File: src/rtl/ca_tag_tracker.sv
module ca_tag_tracker #(
  parameter int ADDR_W     = 32,
  parameter int LINE_BYTES = 64,
  parameter int SETS       = 4,
  parameter int WAYS       = 2
) (
  input  logic              clk,
  input  logic              rst_n,
  input  logic              op_valid,
  input  logic [1:0]        op_code,
  input  logic              op_thread,
  input  logic [ADDR_W-1:0] op_addr,
  output logic              op_ready,
  output logic              op_done,
  output logic              op_pass,
  output logic              op_go,
  output logic              rsp_thread,
  output logic              fill_req,
  output logic [ADDR_W-1:0] fill_req_addr,
  input  logic              fill_valid,
  input  logic [ADDR_W-1:0] fill_addr,
  input  logic              inv_valid,
  input  logic [ADDR_W-1:0] inv_addr,
  output logic              inv_ack,
  input  logic              st_valid,
  input  logic              st_thread,
  input  logic [ADDR_W-1:0] st_addr,
  input  logic [1:0]        ctx_switch
);
  localparam int OFF_W  = $clog2(LINE_BYTES);
  localparam int SET_W  = (SETS > 1) ? $clog2(SETS) : 1;
  localparam int TAG_W  = ADDR_W - OFF_W - SET_W;
  localparam int WAY_W  = (WAYS > 1) ? $clog2(WAYS) : 1;
  localparam int LINE_W = ADDR_W - OFF_W;
  localparam logic [1:0] OP_CRD = 2'd0, OP_CWR = 2'd1, OP_UN1 = 2'd2, OP_UNA = 2'd3;

  logic [TAG_W-1:0]  tag_q [SETS][WAYS];
  logic [WAYS-1:0]   vld_q [SETS];
  logic [1:0]        mon_q [SETS][WAYS];
  logic [WAY_W-1:0]  rr_q  [SETS];
  logic [1:0]        rev_q;
  logic              busy_q, pthr_q, done_q, pass_q, go_q, rthr_q, ack_q;
  logic [LINE_W-1:0] pline_q;

  logic [SET_W-1:0] o_set, i_set, s_set, f_set;
  logic [TAG_W-1:0] o_tag, i_tag, s_tag, f_tag;
  assign o_set = op_addr[OFF_W +: SET_W];
  assign i_set = inv_addr[OFF_W +: SET_W];
  assign s_set = st_addr[OFF_W +: SET_W];
  assign f_set = fill_addr[OFF_W +: SET_W];
  assign o_tag = op_addr[ADDR_W-1 -: TAG_W];
  assign i_tag = inv_addr[ADDR_W-1 -: TAG_W];
  assign s_tag = st_addr[ADDR_W-1 -: TAG_W];
  assign f_tag = fill_addr[ADDR_W-1 -: TAG_W];

  logic unused_low_bits;
  assign unused_low_bits = ^{op_addr[OFF_W-1:0], inv_addr[OFF_W-1:0],
                             st_addr[OFF_W-1:0], fill_addr[OFF_W-1:0]};

  logic o_hit, i_hit, s_hit, f_hit, f_free;
  logic [WAY_W-1:0] o_way, i_way, s_way, f_way, f_vic;
  always_comb begin
    o_hit = 1'b0; i_hit = 1'b0; s_hit = 1'b0; f_hit = 1'b0; f_free = 1'b0;
    o_way = '0; i_way = '0; s_way = '0; f_way = '0; f_vic = rr_q[f_set];
    for (int w = WAYS - 1; w >= 0; w--) begin
      if (vld_q[o_set][w] && tag_q[o_set][w] == o_tag) begin o_hit = 1'b1; o_way = WAY_W'(w); end
      if (vld_q[i_set][w] && tag_q[i_set][w] == i_tag) begin i_hit = 1'b1; i_way = WAY_W'(w); end
      if (vld_q[s_set][w] && tag_q[s_set][w] == s_tag) begin s_hit = 1'b1; s_way = WAY_W'(w); end
      if (vld_q[f_set][w] && tag_q[f_set][w] == f_tag) begin f_hit = 1'b1; f_way = WAY_W'(w); end
      if (!vld_q[f_set][w]) begin f_free = 1'b1; f_vic = WAY_W'(w); end
    end
  end

  logic             f_install, f_evict, pend_match, acc, o_kill, o_live, o_mon, o_rev, cw_ok;
  logic [WAY_W-1:0] f_tgt;
  logic [1:0]       i_rev, s_rev, e_rev, cw_rev, rev_set, rev_nx;

  assign f_install  = fill_valid && !f_hit;
  assign f_evict    = f_install && !f_free;
  assign f_tgt      = f_hit ? f_way : f_vic;
  assign pend_match = busy_q && fill_valid && fill_addr[ADDR_W-1:OFF_W] == pline_q;
  assign acc        = op_valid && !busy_q;

  assign i_rev = (inv_valid && i_hit) ? mon_q[i_set][i_way] : 2'b00;
  assign s_rev = (st_valid && s_hit) ? (mon_q[s_set][s_way] & (st_thread ? 2'b01 : 2'b10)) : 2'b00;
  assign e_rev = f_evict ? mon_q[f_set][f_vic] : 2'b00;

  assign o_kill = (inv_valid && i_hit && i_set == o_set && i_way == o_way) ||
                  (f_evict && f_set == o_set && f_vic == o_way);
  assign o_live = o_hit && !o_kill;
  assign o_mon  = o_live && mon_q[o_set][o_way][op_thread];
  assign o_rev  = rev_q[op_thread] | i_rev[op_thread] | s_rev[op_thread] |
                  e_rev[op_thread] | ctx_switch[op_thread];
  assign cw_ok  = acc && op_code == OP_CWR && !o_rev && o_mon;
  assign cw_rev = cw_ok ? (mon_q[o_set][o_way] & (op_thread ? 2'b01 : 2'b10)) : 2'b00;
  assign rev_set = rev_q | i_rev | s_rev | e_rev | ctx_switch | cw_rev;

  always_comb begin
    rev_nx = rev_set;
    if (acc && op_code == OP_UNA) rev_nx[op_thread] = 1'b0;
  end

  always_ff @(posedge clk or negedge rst_n) begin
    if (!rst_n) begin
      for (int s = 0; s < SETS; s++) begin
        vld_q[s] <= '0;
        rr_q[s]  <= '0;
        for (int w = 0; w < WAYS; w++) begin
          tag_q[s][w] <= '0;
          mon_q[s][w] <= 2'b00;
        end
      end
      rev_q   <= 2'b00;
      busy_q  <= 1'b0;
      pthr_q  <= 1'b0;
      pline_q <= '0;
      done_q  <= 1'b0;
      pass_q  <= 1'b0;
      go_q    <= 1'b0;
      rthr_q  <= 1'b0;
      ack_q   <= 1'b0;
    end else begin
      rev_q  <= rev_nx;
      ack_q  <= inv_valid;
      done_q <= 1'b0;
      pass_q <= 1'b0;
      go_q   <= 1'b0;
      if (inv_valid && i_hit) begin
        vld_q[i_set][i_way] <= 1'b0;
        mon_q[i_set][i_way] <= 2'b00;
      end
      if (f_install) begin
        vld_q[f_set][f_vic] <= 1'b1;
        tag_q[f_set][f_vic] <= f_tag;
        mon_q[f_set][f_vic] <= 2'b00;
        if (!f_free)
          rr_q[f_set] <= (rr_q[f_set] == WAY_W'(WAYS - 1)) ? '0 : rr_q[f_set] + 1'b1;
      end
      if (pend_match) begin
        mon_q[f_set][f_tgt][pthr_q] <= 1'b1;
        busy_q <= 1'b0;
        done_q <= 1'b1;
        pass_q <= !rev_set[pthr_q];
        go_q   <= !rev_set[pthr_q];
        rthr_q <= pthr_q;
      end
      if (acc) begin
        rthr_q <= op_thread;
        case (op_code)
          OP_CRD: begin
            if (o_rev) begin
              done_q <= 1'b1;
            end else if (o_live) begin
              mon_q[o_set][o_way][op_thread] <= 1'b1;
              done_q <= 1'b1;
              pass_q <= 1'b1;
              go_q   <= 1'b1;
            end else begin
              busy_q  <= 1'b1;
              pthr_q  <= op_thread;
              pline_q <= op_addr[ADDR_W-1:OFF_W];
            end
          end
          OP_CWR: begin
            done_q <= 1'b1;
            pass_q <= cw_ok;
            go_q   <= cw_ok;
          end
          OP_UN1: begin
            done_q <= 1'b1;
            pass_q <= 1'b1;
            if (o_live) mon_q[o_set][o_way][op_thread] <= 1'b0;
          end
          default: begin
            done_q <= 1'b1;
            pass_q <= 1'b1;
            for (int s = 0; s < SETS; s++)
              for (int w = 0; w < WAYS; w++)
                mon_q[s][w][op_thread] <= 1'b0;
          end
        endcase
      end
    end
  end

  assign op_ready      = !busy_q;
  assign op_done       = done_q;
  assign op_pass       = pass_q;
  assign op_go         = go_q;
  assign rsp_thread    = rthr_q;
  assign fill_req      = busy_q;
  assign fill_req_addr = {pline_q, {OFF_W{1'b0}}};
  assign inv_ack       = ack_q;
endmodule

File: config.mk
export PLATFORM = sky130hd
export DESIGN_NAME = ca_tag_tracker
export DESIGN_NICKNAME = d
export VERILOG_FILES = /design/src/rtl/ca_tag_tracker.sv
export SDC_FILE = /design/constraint.sdc
export NUM_CORES = 1
export LEC_CHECK = 0
export ABC_AREA = 0
export BUFFER_PORTS_ARGS = -buffer_cell sky130_fd_sc_hd__buf_2
export CAP_MARGIN = 20
export CORE_ASPECT_RATIO = 0.8
export CORE_MARGIN = 1
export CORE_UTILIZATION = 40
export DETAILED_ROUTE_END_ITERATION = 8
export GPL_TIMING_DRIVEN = 0
export HOLD_SLACK_MARGIN = 0.05
export RECOVER_POWER = 100
export SKIP_LAST_GASP = 1
export SYNTH_ARGS = -nofsm -noshare
export SYNTH_HDL_FRONTEND = slang
export SYNTH_SLANG_ARGS = --single-unit
File: constraint.sdc
create_clock -name clk -period 4.9 [get_ports clk]
set_clock_uncertainty 0.05 [all_clocks]
set_input_delay 0.98 -clock clk [delete_from_list [all_inputs] [get_ports clk]]
set_output_delay 0.98 -clock clk [all_outputs]
set_load 0.005 [all_outputs]
==> summary.md <==
| Metric | Value |
|---|---|
| Most frequent cells in the layout | `dfrtp_1, mux2_2, xnor2_1` |
| Vias per inst | `6.862` |
| Initial antenna violation count | `7` |
| Root Driver | `clkbuf_16` |
| Placed Cells | `2379` |
| Ys async rst share | `1.000` |
| Starting DRC count in detailed routing | `2762` |
| Aggregate global routing overflow | `0` |
| Hold path cells | `1` |
| CP Max Fanout | `11` |
| Syn-to-layout area delta | `16.71%` |
| Final core utilization | `0.4761` |
| CP required | `5.33 ns` |
| Critical Path Start Type | `input pin` |
| Netlist cell types | `78` |
| Total negative setup slack | `-4.020 ns` |
| Hold Slack | `0.4229 ns` |
| Synth Flop Type | `dfrtp_1` |
| Vias in the first global route | `15854` |
| Violations in the final reports | `DRC, capacitance limit, slew limit, setup timing` |
| CTS sink cnt | `255` |
| Maximum vdd drop | `0.0003433 V` |
| Register bit count reported by yosys | `255` |
| Fin crit period | `5.017 ns` |
| Port Buffers | `129` |
| FMAX | `0.1993 GHz` |
| Worst Setup End Kind | `flip-flop` |
| CP Class | `in2reg` |
| Clock buffer count from CTS | `30` |
| Routed wire length | `96350 um` |
| EDFF count, synth | `0` |
| Detailed-placement wirelength estimate | `73510 um` |
| Largest net degree at the start of global routing | `93` |
| Via count | `16799` |
| Drt drc | `22` |
| Post-layout worst setup margin | `-0.1174 ns` |
| Ys Warns | `0` |
| Run status | `complete, but fails checks` |
| Final nets | `1945` |
| CTS tree | `yes` |
| Die width | `247.7 um` |
| Most common cell after layout, fill and taps aside | `dfrtp_1` |
| Max Cap Viol | `1` |
| Min-Delay Path Class | `reg2reg` |
| Rel. slew slack | `-1.460` |
| Post-synthesis cell count | `1617` |
| Worst r2r src | `tag_q[174]$_DFFE_PN0P_` |
| Hold endpoint | `rr_q[2]$_DFFE_PN0P_` |
| Reg2reg end | `pline_q[2]$_DFFE_PN0P_` |
| Initial core utilization | `0.4079` |
| Routed length per placed instance | `39.36 um` |
| First-pass GRT wire length | `131600 um` |
| Critical path arrival | `5.44 ns` |
| Least-Margin Pin Slew | `3.689 ns` |
| CTS H-tree depth | `1` |
| Synthesized area per cell | `11.95 um^2` |
| Fin. Hold Viols | `0` |
| Core area | `0.04735 mm^2` |
| Max-slew violation count | `74` |
| DRT Pass-1 Iters | `9` |
| Fillcell total | `4380` |
| Worst-Skew Late Latency | `0.60 ns` |
| Mapped Area | `0.01932 mm^2` |
| Reg2Reg Depth | `12` |
| Share of cells above drive strength 1 | `0.3713` |
| R2r setup slk | `0.20 ns` |
| Pwr/cell area | `565.5 mW/mm^2` |
| Register area share after synthesis | `0.3304` |
| Setup repair after global routing missed its margin | `false` |
| Hold_sp | `rr_q[2]$_DFFE_PN0P_` |
| Die Ht | `198.6 um` |
| Final setup viols | `54` |
| Clk slew on worst S/H paths | `0.06 ns` |
| Top-level I/O count | `179` |
| FP Rows | `71` |
| GRT Total Usage | `0.3963` |
| Total Die Area | `0.04918 mm^2` |
| Post-route ant nets | `0` |
| Clock buffer depth | `3` |
| Global placement routability congestion | `1.060` |
| Lkg Pwr | `9.063 nW` |
| Non-filler cells, final | `2448` |
| Hold_buf cts | `0` |
| Final period util | `1.024` |
==> Yosys cell counts (4+ instances only) <==
cell	n	share of area
a211oi_1	4	0.0016
a211oi_2	4	0.0026
a21oi_1	29	0.0075
a221oi_1	9	0.0041
a22oi_1	4	0.0016
a2bb2oi_1	5	0.0023
a31oi_1	4	0.0013
a32oi_1	5	0.0023
and2_1	5	0.0016
and3_1	9	0.0029
buf_1	13	0.0025
buf_2	35	0.0091
buf_4	15	0.0058
buf_6	10	0.0058
clkbuf_1	51	0.0099
dfrtp_1	255	0.33
inv_1	28	0.0054
mux2_2	198	0.12
mux2_4	18	0.014
mux2i_1	125	0.065
mux4_2	148	0.17
nand2_1	69	0.013
nand2b_1	9	0.0029
nand3_1	32	0.0083
nand4_1	42	0.014
nor2_1	30	0.0058
nor2b_1	10	0.0032
nor3_1	16	0.0041
nor4_1	12	0.0039
o2111ai_1	5	0.0023
o211ai_1	17	0.0066
o21ai_0	69	0.018
o21bai_1	4	0.0016
o22ai_1	10	0.0032
o2bb2ai_1	5	0.0023
or2_2	11	0.0036
or3_1	10	0.0032
xnor2_1	167	0.076
xor2_1	57	0.026
==> per-stage QoR <==
| step | power [mW] | area (um^2) | setup WS, ns |
|---|---|---|---|
| floorplan | 7.564 | 19330 | 0.5673 |
| global placement | 9.742 | 20760 | -2.534 |
| detailed placement | 9.869 | 20940 | -1.974 |
| CTS | 12.38 | 22350 | 0.01187 |
| global route | 13.11 | 22540 | 0.0002909 |
| finish | 12.75 | 22540 | -0.1174 |
==> registers in the layout, indices dropped and copies added (netlist names), 2 cells and up <==
register and count:
mon_q 16, vld_q 8, pline_q 26, rr_q 4, tag_q 192, rev_q 2
==> power breakdown <==
part	switching (mW)	internal (mW)	leakage, nW	total, mW
Combinational	3.13	2.88	5.48	6.01
Sequential	1.34	3.01	3.10	4.35
Clock	1.03	1.37	0.490	2.40
==> routing by layer <==
metal | share of wire | up-vias | track usage
li1 | - | 6525 | -
met1 | 0.41 | 8714 | 0.5560
met4 | 0.045 | 2 | 0.1602
met5 | 0.00012 | - | 0
met3 | 0.14 | 208 | 0.1570
met2 | 0.40 | 1350 | 0.5385
==> worst max-delay path by stage <==
stage               slack, ns    startpoint                      end
global placement        -2.53    op_addr[7]  pline_q[12]$_DFFE_PN0P_
global route           0.0003    op_addr[7]       mon_q[7]$_DFF_PN0_
finish                  -0.12  fill_addr[7]   tag_q[116]$_DFFE_PN0P_
CTS                      0.01    op_addr[7]       mon_q[5]$_DFF_PN0_
floorplan                0.57  fill_addr[6]  pline_q[11]$_DFFE_PN0P_
detailed placement      -1.97    op_addr[7]  pline_q[17]$_DFFE_PN0P_
==> worst max-delay path: stages <==
cell and delay [ns]:
buf_4 0.22, buf_6 0.29, buf_6 0.26, mux4_2 0.40, xnor2_4 0.32, nand4_1 0.51
nor3_4 0.41, nand2_2 0.16, nand4_1 0.26, or2_2 0.43, clkbuf_1 0.74, mux2_2 0.41
==> cell type report <==
type | count | area [um^2] | share of cell area
clock buffers | 39 | 845.8 | 0.03752
multi-input cells | 1207 | 12430 | 0.5512
diodes | 2 | 5.005 | 0.0002220
inverters | 30 | 113.9 | 0.005051
clock inverters | 14 | 160.2 | 0.007104
well taps | 620 | 775.7 | 0.03441
repair buffers | 154 | 962.2 | 0.04268
plain buffers | 127 | 873.3 | 0.03874
flip-flops and latches | 255 | 6381 | 0.2831
==> what timing repair did <==
item	4_1_cts	5_1_grt
pin swaps	7	10
setup buffers	8	8
endpoints found under the setup margin	240	93
gates cloned	0	1
resized for setup	63	41
==> cell families (layout without fill, tap and decap cells) <==
family / Yosys count / count (layout) / share of synthesized area
xor gates and xnor gates: 224 / 224 / 0.1016
and+or+nand+nor: 271 / 271 / 0.07410
muxes: 493 / 493 / 0.3720
other: 1 / 8 / 0.0001941
buffers and inverters: 160 / 364 / 0.04444
DFF: 255 / 255 / 0.3304
AOI/OAI and AO/OA: 213 / 213 / 0.07734
Power figures use the tool's default switching activity.
